<file path="src/rtl/refill_stash_pkg.sv">
package refill_stash_pkg;

  typedef enum logic [1:0] {
    ACT_IDLE = 2'b00,
    ACT_POP  = 2'b01,
    ACT_PUSH = 2'b10,
    ACT_BOTH = 2'b11
  } stash_act_e;

  function automatic stash_act_e classify(input logic push, input logic pop);
    return stash_act_e'({push, pop});
  endfunction

endpackage

</file>
<file path="src/rtl/refill_stash_ctrl.sv">
module refill_stash_ctrl
  import refill_stash_pkg::*;
#(
  parameter int DEPTH = 4,
  parameter int PTR_W = 2,
  parameter int CNT_W = 3
) (
  input  logic             clk,
  input  logic             rst,
  input  logic             push_req,
  input  logic             pop_req,
  output logic             push_fire,
  output logic             pop_fire,
  output logic [PTR_W-1:0] wr_ptr,
  output logic [PTR_W-1:0] rd_ptr,
  output logic [CNT_W-1:0] occ,
  output logic             is_full,
  output logic             is_empty
);

  localparam logic [PTR_W-1:0] LAST_SLOT = PTR_W'(DEPTH - 1);
  localparam logic [CNT_W-1:0] CAP       = CNT_W'(DEPTH);

  stash_act_e act;

  assign is_full   = (occ == CAP);
  assign is_empty  = (occ == '0);
  assign push_fire = push_req && !is_full;
  assign pop_fire  = pop_req && !is_empty;
  assign act       = classify(push_fire, pop_fire);

  always_ff @(posedge clk) begin
    if (rst) begin
      wr_ptr <= '0;
    end else if (push_fire) begin
      wr_ptr <= (wr_ptr == LAST_SLOT) ? '0 : wr_ptr + 1'b1;
    end
  end

  always_ff @(posedge clk) begin
    if (rst) begin
      rd_ptr <= '0;
    end else if (pop_fire) begin
      rd_ptr <= (rd_ptr == LAST_SLOT) ? '0 : rd_ptr + 1'b1;
    end
  end

  always_ff @(posedge clk) begin
    if (rst) begin
      occ <= '0;
    end else begin
      unique case (act)
        ACT_PUSH: occ <= occ + 1'b1;
        ACT_POP:  occ <= occ - 1'b1;
        default:  occ <= occ;
      endcase
    end
  end

endmodule

</file>
<file path="src/rtl/refill_stash_store.sv">
module refill_stash_store #(
  parameter int DEPTH  = 4,
  parameter int PTR_W  = 2,
  parameter int ADDR_W = 12,
  parameter int DATA_W = 16
) (
  input  logic              clk,
  input  logic              rst,
  input  logic              wr_en,
  input  logic [PTR_W-1:0]  wr_ptr,
  input  logic [ADDR_W-1:0] wr_addr,
  input  logic [DATA_W-1:0] wr_data,
  input  logic [PTR_W-1:0]  rd_ptr,
  output logic [ADDR_W-1:0] rd_addr,
  output logic [DATA_W-1:0] rd_data
);

  logic [ADDR_W-1:0] slot_addr [DEPTH];
  logic [DATA_W-1:0] slot_data [DEPTH];

  for (genvar i = 0; i < DEPTH; i++) begin : g_slot
    always_ff @(posedge clk) begin
      if (rst) begin
        slot_addr[i] <= '0;
        slot_data[i] <= '0;
      end else if (wr_en && (wr_ptr == PTR_W'(i))) begin
        slot_addr[i] <= wr_addr;
        slot_data[i] <= wr_data;
      end
    end
  end

  always_comb begin
    rd_addr = '0;
    rd_data = '0;
    for (int j = 0; j < DEPTH; j++) begin
      if (rd_ptr == PTR_W'(j)) begin
        rd_addr = slot_addr[j];
        rd_data = slot_data[j];
      end
    end
  end

endmodule

</file>
<file path="src/rtl/refill_stash.sv">
module refill_stash #(
  parameter int DEPTH  = 4,
  parameter int ADDR_W = 12,
  parameter int DATA_W = 16
) (
  input  logic              clk,
  input  logic              rst,
  input  logic              mc_store,
  input  logic [ADDR_W-1:0] mc_addr,
  input  logic [DATA_W-1:0] mc_data,
  output logic              buf_full,
  output logic [ADDR_W-1:0] head_addr,
  output logic [DATA_W-1:0] head_data,
  output logic              head_valid,
  input  logic              head_pop
);

  localparam int PTR_W = (DEPTH > 1) ? $clog2(DEPTH) : 1;
  localparam int CNT_W = $clog2(DEPTH + 1);

  logic             push_fire;
  logic             pop_fire;
  logic [PTR_W-1:0] wr_ptr;
  logic [PTR_W-1:0] rd_ptr;
  logic [CNT_W-1:0] occ;
  logic             is_full;
  logic             is_empty;

  refill_stash_ctrl #(
    .DEPTH(DEPTH), .PTR_W(PTR_W), .CNT_W(CNT_W)
  ) ctrl_i (
    .clk      (clk),
    .rst      (rst),
    .push_req (mc_store),
    .pop_req  (head_pop),
    .push_fire(push_fire),
    .pop_fire (pop_fire),
    .wr_ptr   (wr_ptr),
    .rd_ptr   (rd_ptr),
    .occ      (occ),
    .is_full  (is_full),
    .is_empty (is_empty)
  );

  refill_stash_store #(
    .DEPTH(DEPTH), .PTR_W(PTR_W), .ADDR_W(ADDR_W), .DATA_W(DATA_W)
  ) store_i (
    .clk    (clk),
    .rst    (rst),
    .wr_en  (push_fire),
    .wr_ptr (wr_ptr),
    .wr_addr(mc_addr),
    .wr_data(mc_data),
    .rd_ptr (rd_ptr),
    .rd_addr(head_addr),
    .rd_data(head_data)
  );

  assign buf_full   = is_full;
  assign head_valid = !is_empty;

endmodule

</file>
<file path="config.mk">
export PLATFORM = sky130hd
export DESIGN_NAME = refill_stash
export DESIGN_NICKNAME = d
export VERILOG_FILES = /design/src/rtl/refill_stash_pkg.sv /design/src/rtl/refill_stash_ctrl.sv /design/src/rtl/refill_stash_store.sv /design/src/rtl/refill_stash.sv
export SDC_FILE = /design/constraint.sdc
export NUM_CORES = 1
export LEC_CHECK = 0
export BUFFER_PORTS_ARGS = -buffer_cell sky130_fd_sc_hd__buf_2
export CELL_PAD_IN_SITES_DETAIL_PLACEMENT = 1
export CELL_PAD_IN_SITES_GLOBAL_PLACEMENT = 1
export CORE_UTILIZATION = 48
export DETAILED_ROUTE_END_ITERATION = 10
export PLACE_DENSITY_LB_ADDON = 0.05
export RECOVER_POWER = 100
export SETUP_SLACK_MARGIN = 0.3
export SLEW_MARGIN = 25
export SYNTH_ARGS = -nofsm -noshare
export SYNTH_HDL_FRONTEND = slang
export SYNTH_HIERARCHICAL = 1
export SYNTH_SLANG_ARGS = --single-unit
export TNS_END_PERCENT = 1
</file>
<file path="constraint.sdc">
create_clock -name clk -period 3.25 [get_ports clk]
set_input_delay 0.325 -clock clk [delete_from_list [all_inputs] [get_ports clk]]
set_output_delay 0.325 -clock clk [all_outputs]
set_load 0.02 [all_outputs]
</file>
After elaboration in Yosys (flattened, before gate mapping):

Memories as Yosys holds them, arrays and structs flattened.
Cells that the tools add are included.
Widths: inputs -> output; s select.

* $add $sub $neg: 4
* bitwise gates (word level): 8
* reduce and logical (&&, ||, !) cells: 12
* equality and inequality tests: 9
* multiplexer cells: 33

Operators with widths (number)
* $mux 16: 8
* $mux 12: 8
* $mux 1: 14
* $eq 2x2->1 const B: 5
* $or 1x1->1: 8
* $eq 2x1->1 const B: 3
* $logic_and 1x1->1: 6
* $pmux 3 s2: 1
* $add 2x1->2 const B: 2
* $logic_not 2->1: 2
* $mux 2: 2
* $add 3x1->3 const B: 1
* $eq 3x3->1 const B: 1
* $logic_not 3->1: 1
* $sub 3x1->3 const B: 1
* $logic_not 1->1: 2
* $reduce_bool 2->1: 1

* flip-flop bits (word level): 7
* input port bits: 32
* memory bits (writable): 112
* output and inout bits: 30
* memories kept: 2

Memory list
* store_i.slot_data: depth 4, width 16, rd ports 4, clocked after Yosys merged registers in 0, wr ports 4, RTL line refill_stash_store.sv:19 `logic [DATA_W-1:0] slot_data [DEPTH];`
* store_i.slot_addr: depth 4, width 12, rd ports 4, clocked after Yosys merged registers in 0, wr ports 4, RTL line refill_stash_store.sv:18 `logic [ADDR_W-1:0] slot_addr [DEPTH];`

Depth between registers and ports, before layout:

* word-level depth: 8
* mapped depth: 8
* mapped depth without buffers: 8

By module:

The synthesis kept the hierarchy.

Modules (own cells, without submodules)
* refill_stash_store: area an instance 4862.2 µm², seq. area each 3363.2 µm², cells each 313, times used 1
* refill_stash_ctrl: area an instance 389.1 µm², seq. area each 140.1 µm², cells each 44, times used 1
* refill_stash: area an instance 3.8 µm², seq. area each 0.0 µm², cells each 1, times used 1

Least setup slack after synthesis:

No wires, ideal clock.

* path type: reg2reg
* from: register ctrl_i.occ[2]
* to: memory store_i.slot_addr[0][0], enable pin
* arrival time: 2.504 ns
* stages on the path, launching flop included: 8
* path slack: 0.327 ns
* clock period less this slack: 2.923 ns
* library setup time: 0.419 ns
* path through: dfxtp_1 -> or3b_4 -> nand2_2 -> inv_2 -> buf_2 -> buf_2 -> inv_1 -> o21bai_1

RTL lines
* start, declared: RTL line refill_stash_ctrl.sv:16 `output logic [CNT_W-1:0] occ,`
* start signal, assigned: RTL line refill_stash_ctrl.sv:53 `ACT_PUSH: occ <= occ + 1'b1;`
* start signal, assigned: RTL line refill_stash_ctrl.sv:54 `ACT_POP: occ <= occ - 1'b1;`
* end, declared: RTL line refill_stash_store.sv:18

Final worst setup path:

* from: register ctrl_i.rd_ptr[0]
* to: output port head_addr[10]

* cells in the longest elaborated chain, start to end: 5
* elaborated cells between the ends (all ways): 8
* those cells by class: eq/ne: 3; mux: 4; reduce/logical: 1

Ends and longest elaborated chain
* start, declared: RTL line refill_stash_ctrl.sv:15 `output logic [PTR_W-1:0] rd_ptr,`
* start signal, assigned: RTL line refill_stash_ctrl.sv:44 `rd_ptr <= (rd_ptr == LAST_SLOT) ? '0 : rd_ptr + 1'b1;`
* $logic_not 2->1: RTL line refill_stash_store.sv:37 `if (rd_ptr == PTR_W'(j)) begin`
* $mux 12 (3 in series): RTL line refill_stash_store.sv:37
* $mux 12 (*): RTL line refill_stash_store.sv:37
* end, declared: RTL line refill_stash.sv:12 `output logic [ADDR_W-1:0] head_addr,`

Mark *: on every way between the ends. The rest lies on a longest branch, timed or not.

==> reports/results.tsv <==
stage	metric	value	unit
timing	setup TNS	0	ps
power	VDD IR max	0.402	mV
routing	1st-iter DRT viols	171	
floorplan	Initial Util	0.502	
run_status	violated checks	max-capacitance violations, max-slew violations	
synth	top post-synthesis cells by area	edfxtp_1 64%, mux4_2 8.6%, nor2_1 8.3%, mux4_1 4.0%, nand3b_1 4.0%	
timing	clk_skew	15.4	ps
timing	FMAX	0.355	GHz
worst_setup_path	crit path from	ctrl_i/rd_ptr[0]	
power	switching pwr	1410	µW
clock_tree	Clock Latency Late Sink	510	ps
synth	FF+latch count, synth	119	
layout	Layout fillers	1049	
placed_design	RD Place Congestion	0.736	
power	Clock power frac	0.347	
clock_tree	Worst-path clk slew	60	ps
placed_design	port bufs	61	
floorplan	Core Box Area	10500	µm²
layout	synth-to-layout area growth	16.7	%
worst_setup_path	Worst EP required	2920	ps
clock_tree	Clock Path Buffers	2	
power	sw frac	0.301	
synth	Post-Syn Nets	394	
power	power per cell area	760	nW/µm²
clock_tree	CTS tree	yes	
grt	vias in the first global route	3534	
timing	Final Max Tran Viols	58	
grt	largest net degree at the start of global routing	30	
power	Pleak	0.00223	µW
timing	Setup violations, final	0	
worst_setup_path	Reg2Reg Setup Slack	550	ps
clock_tree	clk sink count	119	
floorplan	Die ar.	11400	µm²
worst_setup_path	reg2reg end	store_i/slot_data[3][7]	
layout	post-route design area	6130	µm²
clock_tree	setup repair bufs after CTS	0	
timing	Final Critical Period	2810	ps
worst_setup_path	CP endpoint	head_addr[10]	
floorplan	Site Rows	37	
routing	antenna viol nets, final	0	
synth	number of synthesized flops with an enable pin	112	
grt	gr ovfl total	0	
grt	first-pass GRT wire length	19600	µm
layout	Nets	460	
floorplan	I/O Pins	62	
placed_design	Detail Placement HPWL	7120	µm
routing	vias per cell	5.61	
layout	n_diodes	0	
routing	DR pass1 iterations	4	
timing	Max-slew headroom	-0.179	
worst_setup_path	CP Max Fanout	19	
synth	synth unique cells	31	
synth	Synth Cell Area	5260	µm²
synth	ys async rst share	0	
synth	Yosys warnings	6	
power	Logic pwr share	0.225	
routing	routed len/inst	21.9	µm
synth	leading area contributor after synthesis	edfxtp_1	
timing	period utilization	0.866	
floorplan	Die X	107	µm
run_status	status	finished with violations	
timing	Hold Vio Cnt, Final	0	
clock_tree	Post-CTS Resized	0	
grt	gr usage total	0.243	
power	register share of total power	0.428	
clock_tree	Root Buffer	clkbuf_8	
power	Int Pwr	3260	µW
layout	layout cell share with drive strength beyond 1	0.213	
synth	post-synth top area share	0.640	
timing	slew of the pin with the lowest slew margin	1770	ps
synth	ys flop type	edfxtp_1	
routing	# DRC	0	
synth	Post-Syn Instances	358	
job	max cap viols	2	
worst_setup_path	Setup Crit Path Kind	flip-flop to primary output	
placed_design	DP Area	5720	µm²
worst_setup_path	worst r2r src	ctrl_i/occ[0]	
timing	RSZ-0062 raised after global routing	false	
clock_tree	total CTS buffers	17	
grt	antenna violations before repair	0	
clock_tree	htree depth	4	
routing	via count	3215	
floorplan	Die H	107	µm
worst_setup_path	Critical Path Sink Type	primary output	
routing	final WL	12600	µm
synth	Seq/Total Area, Yosys	0.667	
worst_hold_path	Worst Hold Class	primary input to flip-flop	
synth	Avg Inst Size Synth	14.7	µm²
clock_tree	Hold-fix buffers, CTS	0	
worst_setup_path	Worst R2R Path Depth	5	
worst_setup_path	Startpoint Class	flip-flop	
worst_setup_path	Arrival @ worst endpoint	2490	ps
==> Yosys cell counts (2+ instances only) <==
master,instances
mux4_1,8
buf_12,2
a21oi_1,3
xor2_1,2
clkbuf_1,9
inv_2,2
buf_2,11
mux4_2,20
nand3_1,2
nor2_1,116
nand2b_1,3
edfxtp_1,112
o21ai_2,2
nand3b_1,28
o21bai_1,4
dfxtp_1,7
or3_1,2
nand2_1,2
buf_6,2
inv_1,7
ha_1,3
nor3_1,2
==> kinds of logic after synthesis <==
| group | after synthesis | share of synthesized area |
|---|---|---|
| xor gates and xnor gates | 2 | 0.00333 |
| DFF | 119 | 0.667 |
| buffers and inverters | 34 | 0.0360 |
| and+or+nand+nor | 158 | 0.139 |
| AOI/OAI and AO/OA | 12 | 0.0169 |
| adders and majority gates | 4 | 0.0110 |
| muxes | 29 | 0.128 |
==> worst min path at each step <==
stage / startpoint / cells after the start / to
after floorplan: mc_store / 2 / ctrl_i/wr_ptr[0]
after global placement: ctrl_i/rd_ptr[1] / 2 / ctrl_i/rd_ptr[1]
after detailed placement: ctrl_i/rd_ptr[1] / 2 / ctrl_i/rd_ptr[1]
after CTS: mc_store / 3 / ctrl_i/wr_ptr[0]
after global routing: mc_store / 3 / ctrl_i/wr_ptr[1]
final: mc_store / 3 / ctrl_i/wr_ptr[0]
==> flip-flops by register name, indices dropped and copies added, names as in the netlist <==
name,cells
store_i/slot_addr,48
ctrl_i/wr_ptr,2
store_i/slot_data,64
ctrl_i/occ,3
ctrl_i/rd_ptr,2
==> layer usage <==
metal / wire length (µm) / vias up / global-route usage
met5: 0 / - / 0
met4: 119 / 0 / 0.0656
met3: 349 / 9 / 0.0584
met2: 6780 / 72 / 0.435
met1: 5310 / 1686 / 0.295
li1: - / 1448 / -
==> cells in the final DEF, fill, tap and decap left out, types with 2 or more instances in the layout <==
master     count
clkinv_2       4
clkbuf_16     16
nor2_1       116
nand2b_1       3
inv_1          8
buf_2         32
ha_1           3
nand2_1        3
buf_4          8
mux4_2        20
clkbuf_1      35
nor3_1         2
nand3_1        2
o21ai_2        2
dfxtp_1        6
xor2_1         2
o21bai_2       3
a21oi_1        3
edfxtp_1     112
nand3b_1      28
clkinv_1       5
or3_1          2
mux4_1         8
==> metrics by stage <==
stage                     setup slack, ps  instances  utilization  total power [µW]  hold WS (ps)
after floorplan                       327        358            -              2810           468
after global placement               1090        541        0.546              3120           479
after detailed placement             1030        541        0.546              3150           501
after CTS                             570        573        0.595              4780          97.9
after global routing                  269        573        0.586              4870           127
final                                 435        573        0.586              4670           111
==> power groups by stage <==
| stage | Clock (µW) | Combinational (µW) | Sequential (µW) |
|---|---|---|---|
| finish | 1620 | 1050 | 2000 |
| global route | 1710 | 1140 | 2020 |
| CTS | 1650 | 1130 | 2000 |
| detailed placement | 0 | 1120 | 2030 |
| global placement | 0 | 1100 | 2010 |
| floorplan | 0 | 860 | 1950 |
==> critical path: stages, from the launching register on <==
cell	delay, ps
dfxtp_2	770
clkbuf_1	440
mux4_2	580
clkbuf_1	190
==> area by class of cell <==
class                           count  area [µm²]  area share
Sequential cell                   119        3500       0.571
Clock inverter                     12        85.1      0.0139
Clock buffer                       20         425      0.0693
Tap cell                          136         170      0.0277
Multi-Input combinational cell    205        1580       0.257
Timing Repair Buffer               72         340      0.0555
Inverter                            9        33.8     0.00551
Power figures use the tool's default switching activity.
